**src/rtl/evbank_pkg.sv**
```systemverilog
package evbank_pkg;
  localparam int unsigned DEF_N    = 16;
  localparam int unsigned DEF_LO_W = 12;
  localparam int unsigned DEF_HI_W = 52;
endpackage

```
**src/rtl/evbank_lo_cnt.sv**
```systemverilog
module evbank_lo_cnt #(
  parameter int unsigned LO_W = 12
) (
  input  logic            clk_i,
  input  logic            rst_ni,
  input  logic            clear_i,
  input  logic            ev_i,
  input  logic            take_i,
  output logic [LO_W-1:0] lo_o,
  output logic            ovf_o,
  output logic            err_o
);
  logic wrap;
  assign wrap = ev_i && (lo_o == {LO_W{1'b1}});

  always_ff @(posedge clk_i or negedge rst_ni) begin
    if (!rst_ni) begin
      lo_o  <= '0;
      ovf_o <= 1'b0;
      err_o <= 1'b0;
    end else if (clear_i) begin
      lo_o  <= '0;
      ovf_o <= 1'b0;
      err_o <= 1'b0;
    end else begin
      lo_o  <= lo_o + LO_W'(ev_i);
      ovf_o <= (ovf_o && !take_i) || wrap;
      if (wrap && ovf_o && !take_i) err_o <= 1'b1;
    end
  end

  assert_wrap_pends_R3: assert property (@(posedge clk_i) disable iff (!rst_ni)
    (wrap && !clear_i) |=> ovf_o);
  assert_err_sticky_R9: assert property (@(posedge clk_i) disable iff (!rst_ni)
    (err_o && !clear_i) |=> err_o);
  assert_clear_zero_R10: assert property (@(posedge clk_i) disable iff (!rst_ni)
    clear_i |=> (lo_o == '0 && !ovf_o && !err_o));
endmodule

```
**src/rtl/evbank_hi_store.sv**
```systemverilog
module evbank_hi_store #(
  parameter int unsigned N     = 16,
  parameter int unsigned HI_W  = 52,
  localparam int unsigned IDX_W = (N > 1) ? $clog2(N) : 1
) (
  input  logic             clk_i,
  input  logic             rst_ni,
  input  logic             clear_i,
  input  logic             wr_en_i,
  input  logic [IDX_W-1:0] wr_idx_i,
  input  logic [HI_W-1:0]  wr_data_i,
  input  logic [IDX_W-1:0] pa_idx_i,
  output logic [HI_W-1:0]  pa_data_o,
  input  logic [IDX_W-1:0] pb_idx_i,
  output logic [HI_W-1:0]  pb_data_o
);
  logic [HI_W-1:0] mem [N];
  logic [N-1:0]    vld;  // word holds data since last clear; else reads as zero

  always_ff @(posedge clk_i) begin
    if (wr_en_i) mem[wr_idx_i] <= wr_data_i;
  end

  always_ff @(posedge clk_i or negedge rst_ni) begin
    if (!rst_ni)      vld <= '0;
    else if (clear_i) vld <= '0;
    else if (wr_en_i) vld[wr_idx_i] <= 1'b1;
  end

  assign pa_data_o = vld[pa_idx_i] ? mem[pa_idx_i] : '0;
  assign pb_data_o = vld[pb_idx_i] ? mem[pb_idx_i] : '0;

  assert_wr_not_in_clear_R10: assert property (@(posedge clk_i) disable iff (!rst_ni)
    clear_i |-> !wr_en_i);
endmodule

```
**src/rtl/evbank_poller.sv**
```systemverilog
module evbank_poller #(
  parameter int unsigned N     = 16,
  localparam int unsigned IDX_W = (N > 1) ? $clog2(N) : 1
) (
  input  logic             clk_i,
  input  logic             rst_ni,
  output logic [IDX_W-1:0] ptr_o
);
  always_ff @(posedge clk_i or negedge rst_ni) begin
    if (!rst_ni)                    ptr_o <= '0;
    else if (ptr_o == IDX_W'(N-1))  ptr_o <= '0;
    else                            ptr_o <= ptr_o + 1'b1;
  end

  assert_ptr_in_range_R5: assert property (@(posedge clk_i) disable iff (!rst_ni)
    ptr_o <= IDX_W'(N-1));
endmodule

```
**src/rtl/evbank_top.sv**
```systemverilog
module evbank_top #(
  parameter int unsigned N_CNT = evbank_pkg::DEF_N,
  parameter int unsigned LO_W  = evbank_pkg::DEF_LO_W,
  parameter int unsigned HI_W  = evbank_pkg::DEF_HI_W,
  localparam int unsigned IDX_W = (N_CNT > 1) ? $clog2(N_CNT) : 1,
  localparam int unsigned CNT_W = LO_W + HI_W
) (
  input  logic             clk_i,
  input  logic             rst_ni,
  input  logic [N_CNT-1:0] event_i,
  input  logic             clear_i,
  input  logic             cfg_we_i,
  input  logic [IDX_W-1:0] cfg_idx_i,
  input  logic [CNT_W-1:0] cfg_thr_i,
  input  logic             cfg_en_i,
  input  logic [N_CNT-1:0] irq_clr_i,
  input  logic [IDX_W-1:0] rd_idx_i,
  output logic [CNT_W-1:0] rd_data_o,
  output logic [N_CNT-1:0] irq_o,
  output logic [N_CNT-1:0] err_o
);
  logic [N_CNT-1:0][LO_W-1:0]  lo;
  logic [N_CNT-1:0]            ovf;
  logic [N_CNT-1:0]            take_vec;
  logic [N_CNT-1:0][CNT_W-1:0] thr_q;
  logic [N_CNT-1:0]            en_q;
  logic [IDX_W-1:0]            ptr;
  logic [HI_W-1:0]             hi_poll, hi_rd;
  logic                        take, hit;
  logic [CNT_W-1:0]            poll_val;

  evbank_poller #(.N(N_CNT)) u_poll (.clk_i, .rst_ni, .ptr_o(ptr));

  assign take = ovf[ptr] && !clear_i;

  evbank_hi_store #(.N(N_CNT), .HI_W(HI_W)) u_hi (
    .clk_i, .rst_ni, .clear_i,
    .wr_en_i(take), .wr_idx_i(ptr), .wr_data_i(hi_poll + 1'b1),
    .pa_idx_i(ptr), .pa_data_o(hi_poll),
    .pb_idx_i(rd_idx_i), .pb_data_o(hi_rd)
  );

  for (genvar k = 0; k < N_CNT; k++) begin : g_cnt
    assign take_vec[k] = take && (ptr == IDX_W'(k));

    evbank_lo_cnt #(.LO_W(LO_W)) u_lo (
      .clk_i, .rst_ni, .clear_i,
      .ev_i(event_i[k]), .take_i(take_vec[k]),
      .lo_o(lo[k]), .ovf_o(ovf[k]), .err_o(err_o[k])
    );

    always_ff @(posedge clk_i or negedge rst_ni) begin
      if (!rst_ni) begin
        thr_q[k] <= '1;
        en_q[k]  <= 1'b0;
      end else if (cfg_we_i && cfg_idx_i == IDX_W'(k)) begin
        thr_q[k] <= cfg_thr_i;
        en_q[k]  <= cfg_en_i;
      end
    end

    always_ff @(posedge clk_i or negedge rst_ni) begin
      if (!rst_ni)                          irq_o[k] <= 1'b0;
      else if (irq_clr_i[k])                irq_o[k] <= 1'b0;
      else if (hit && ptr == IDX_W'(k))     irq_o[k] <= 1'b1;
    end

    assert_irq_w1c_R8: assert property (@(posedge clk_i) disable iff (!rst_ni)
      irq_clr_i[k] |=> !irq_o[k]);
    assert_irq_needs_en_R7: assert property (@(posedge clk_i) disable iff (!rst_ni)
      (!en_q[k] && !irq_o[k]) |=> !irq_o[k]);
  end

  // full value includes a carry not yet moved to memory
  assign poll_val  = {hi_poll + HI_W'(ovf[ptr]), lo[ptr]};
  assign hit       = en_q[ptr] && (poll_val >= thr_q[ptr]);
  assign rd_data_o = {hi_rd + HI_W'(ovf[rd_idx_i]), lo[rd_idx_i]};

  assert_take_clears_R3: assert property (@(posedge clk_i) disable iff (!rst_ni)
    (take && !event_i[ptr]) |=> !ovf[$past(ptr)]);
endmodule

```
**config.mk**
```make
export PLATFORM = sky130hd
export DESIGN_NAME = evbank_top
export DESIGN_NICKNAME = d
export VERILOG_FILES = /design/src/rtl/evbank_pkg.sv /design/src/rtl/evbank_lo_cnt.sv /design/src/rtl/evbank_hi_store.sv /design/src/rtl/evbank_poller.sv /design/src/rtl/evbank_top.sv
export SDC_FILE = /design/constraint.sdc
export NUM_CORES = 2
export LEC_CHECK = 0
export BUFFER_PORTS_ARGS = -buffer_cell sky130_fd_sc_hd__clkbuf_2
export CELL_PAD_IN_SITES_DETAIL_PLACEMENT = 0
export CELL_PAD_IN_SITES_GLOBAL_PLACEMENT = 2
export CORE_ASPECT_RATIO = 0.7
export CORE_MARGIN = 4
export CORE_UTILIZATION = 50
export CTS_BUF_LIST = sky130_fd_sc_hd__clkbuf_4 sky130_fd_sc_hd__clkbuf_8
export CTS_CLUSTER_SIZE = 16
export DETAILED_ROUTE_END_ITERATION = 7
export PLACE_DENSITY_LB_ADDON = 0.2
export SLEW_MARGIN = 0
export SYNTH_ARGS = -nofsm -noshare
export SYNTH_HDL_FRONTEND = slang
export SYNTH_SLANG_ARGS = --single-unit
```
**constraint.sdc**
```tcl
create_clock -name clk_i -period 8.4 [get_ports clk_i]
set_clock_uncertainty 0.2 [all_clocks]
set_input_delay 0.84 -clock clk_i [delete_from_list [all_inputs] [get_ports clk_i]]
set_output_delay 0.84 -clock clk_i [all_outputs]
set_load 0.005 [all_outputs]
```
==> run summary <==
=================================================================================
Hold Crit Endpoint                                                   g_cnt[12].u_lo.lo_o[0]$_DFF_PN0_
Filler cell count in the final layout                                       16540
Worst ir drop on vdd                                                     0.173 mV
Number of DRC violations after detailed-routing iteration 0                  5848
Post-route total power                                                    25.5 mW
Reg2reg end                                                          irq_o[13]$_DFFE_PN0P_
Cell mode on critical path                                                   ha_1
Final period util                                                           85.3%
Number of vias in the routed layout                                         62230
Commonest non-fill, non-tap cells in the layout                      mux2_2 (1051), dfstp_2 (1024), mux4_2 (886)
Per-cell routed wire length                                               31.6 um
Antenna violation net count after detailed routing                              0
Buffer type at the clock tree root                                       clkbuf_8
Number of nets produced by synthesis                                         6669
Storage cell area                                                     58800 sq um
Type of the tightest min-delay check                                       in2reg
Max-Slew Margin vs Limit                                                    2.92%
Worst setup path category                                                 reg2reg
Number of top-level pins                                                      205
Count of final max-slew check failures                                          0
Type of origin of the critical path                                          flop
TNS Setup                                                                    0 ns
Footprint of the multi-input gates                                    44400 sq um
Final routed wirelength across all metal layers                            307 mm
Run status                                                           finished clean
Final critical delay including setup and external delays                  7.16 ns
Length of the first detailed-routing pass in iterations                         5
DRC                                                                             0
Synth warn                                                                      0
Gp weighted congestion                                                      0.895
Number of instances on the worst hold path                                      3
Count of endpoints failing setup in the final report                            0
Yosys cell types                                                               86
Fraction of layout instances using a drive strength above 1                 57.4%
Unrepaired setup endpoints after global routing                             false
Clock buffer depth                                                              4
I/O Buffers                                                                   204
Tightest Pin Transition                                                   1.45 ns
Upper clock frequency limit                                             0.140 GHz
Critical path fanouts, max                                                     30
Slack of the worst reg-to-reg path                                        1.24 ns
Estimated wirelength of the detail-placed design                           186 mm
Number of buffers inserted during clock tree synthesis                        342
Avg Synthesized Cell Area                                              16.4 sq um
Cells traversed along the worst timing path                          and2_4 > a22oi_1 > nand2_2 > and2_1 > ha_1 > ha_1 > and3_1 > and2_0 > nand2_1 > xor2_1 > ha_1 > a21o_1 > a21oi_1 > o211ai_1 > a221o_1 > a211oi_1 > o221ai_1 > a31oi_4 > buf_4 > o22ai_1
Number of clock sinks                                                        2132
Number of nets at the end of the flow                                        6880
CP max stage delay                                                        0.88 ns
Number of standard-cell rows in the floorplan                                 141
Clock tree from TritonCTS                                                    done
Setup Buffers After CTS                                                         0
Placeable core area                                                  211000 sq um
Startpoint of the lowest-slack register-to-register path             u_poll.ptr_o[3]$_DFF_PN0_
Vias per Instance                                                            6.40
Initial antenna violation count                                                25
Share of synthesized area occupied by flip-flops and latches                55.5%
Mapped Cells                                                                 6455
Kind of end point of the critical path                                       flop
Required time worst endpoint                                              9.00 ns
Number of levels in the clock H-tree                                            5
Leading cell type in the layout, fill and taps excluded                    mux2_2
Final Hold Fails                                                                0
Initial Utilization                                                         50.2%
Max-cap violations                                                              0
First-pass GRT wire length                                                 451 mm
Pin count of the biggest net entering global routing                          190
Leakage power figure                                                      42.4 nW
Grt ovf                                                                         0
Post-Synthesis Cell Area                                             106000 sq um
Number of synthesized flops with an enable pin                                832
Crit path arrival time                                                    7.76 ns
Count of cells along the worst register-to-register path                       20
Total routing resource utilization after global routing                     28.0%
Die Wd                                                                     558 um
Clock slew seen by the registers of the worst setup and hold paths        0.07 ns
Primary FF master, synth                                                  dfstp_2
Hold path startpoint                                                  event_i[12]
Post-synthesis register bit count                                            2132
Cells resized by post-CTS repair                                                0
Share of synthesized flip-flops with an asynchronous set or reset           61.0%
Floorplan die height                                                       393 um
Die Area                                                             219000 sq um
Cell area power density                                               218 nW/um^2
Insertion delay of the later-clocked pin in the worst-skew pair           0.96 ns
P&R area growth vs syn                                                      10.1%
Number of global-route vias before repair                                   63789
Slowest cell on the critical path                                         dfrtp_4
=================================================================================
## timing repair
item / CTS / global route
hold buffers: 18 / 0
hold endpoints to repair: 26 / 0
setup endpoints to repair: 0 / 0
## state kept, by name (all words and copies together), names as in the netlist
register          cells
u_hi.vld             16
irq_o                16
g_cnt.u_lo.lo_o     192
u_hi.mem            832
thr_q              1024
g_cnt.u_lo.ovf_o     16
u_poll.ptr_o          4
en_q                 16
g_cnt.u_lo.err_o     16
## cells in the mapped netlist (102+ instances only)
library cell	count	area, sq um
a21oi_1	102	510
mux2_2	1051	11800
nand3_1	106	531
dfstp_2	1024	26900
nor2_1	260	976
ha_1	105	1310
inv_1	111	417
mux4_2	886	20000
dfrtp_1	276	6910
xor2_1	145	1270
clkbuf_1	291	1090
nand2_1	231	867
edfxtp_1	832	25000
## cells by family after synthesis
family | Yosys count | share of synthesized area [%]
flip-flops | 2132 | 55.5
multiplexers | 2000 | 31.3
AND/OR/NAND/NOR | 1006 | 4.86
buffers and inverters | 601 | 2.84
AO/OA/AOI/OAI | 366 | 2.19
XOR/XNOR | 245 | 2.03
adder cells (fa/ha/maj) | 105 | 1.24
## critical path: cells and delay by family, from the launching register on
family | cells | cell delay [ns]
compound gates | 9 | 2.26
xor+xnor | 1 | 0.19
fa+ha+maj | 3 | 0.74
buf+inv | 1 | 0.37
flops | 1 | 0.88
simple gates | 6 | 2.32
## metrics by stage
| stage | hold WS, ns | util (%) | setup WS [ns] | cells | area (sq um) |
|---|---|---|---|---|---|
| after detailed placement | 0.292 | 51.9 | 1.28 | 9092 | 109000 |
| final | 0.0991 | 55.3 | 1.24 | 9723 | 117000 |
| after floorplan | 0.264 | - | 2.01 | 6455 | 106000 |
| after CTS | 0.00974 | 55.3 | 1.26 | 9714 | 117000 |
| after global placement | 0.284 | 51.9 | 1.41 | 9092 | 109000 |
| after global routing | 0.0528 | 55.3 | 0.849 | 9717 | 117000 |
## power by group
| part | total (mW) | switching, mW | internal (mW) |
|---|---|---|---|
| Combinational | 2.89 | 1.19 | 1.69 |
| Clock | 9.23 | 4.24 | 4.98 |
| Sequential | 13.3 | 0.586 | 12.8 |
| Total | 25.5 | 6.02 | 19.4 |
## worst max path at each step
stage | start | to | slack [ns] | depth (start not counted)
6_report | u_poll.ptr_o[3]$_DFF_PN0_ | irq_o[13]$_DFFE_PN0P_ | 1.24 | 20
5_1_grt | u_poll.ptr_o[3]$_DFF_PN0_ | irq_o[5]$_DFFE_PN0P_ | 0.85 | 20
4_1_cts | u_poll.ptr_o[3]$_DFF_PN0_ | irq_o[7]$_DFFE_PN0P_ | 1.26 | 20
3_5_place_dp | u_poll.ptr_o[3]$_DFF_PN0_ | irq_o[7]$_DFFE_PN0P_ | 1.28 | 20
3_3_place_gp | u_poll.ptr_o[3]$_DFF_PN0_ | irq_o[10]$_DFFE_PN0P_ | 1.41 | 20
2_1_floorplan | rd_idx_i[0] | rd_data_o[57] | 2.01 | 23
## metal layers
metal,up-vias,wire length [um],track usage (%)
met5,-,48,0
met4,8,8260,7.38
met3,510,20300,4.62
met2,2432,142000,43.0
met1,33612,136000,41.9
li1,25668,-,-
## area by class of cell
| cell class | instances | share of cell area [%] |
|---|---|---|
| tap | 2788 | 2.99 |
| clock buffer | 510 | 5.43 |
| timing repair buffer | 354 | 2.18 |
| sequential | 2132 | 50.4 |
| antenna | 9 | 0.0193 |
| multi-input combinational | 3722 | 38.1 |
| inverter | 114 | 0.370 |
| clock inverter | 94 | 0.548 |
Power figures use the tool's default switching activity.
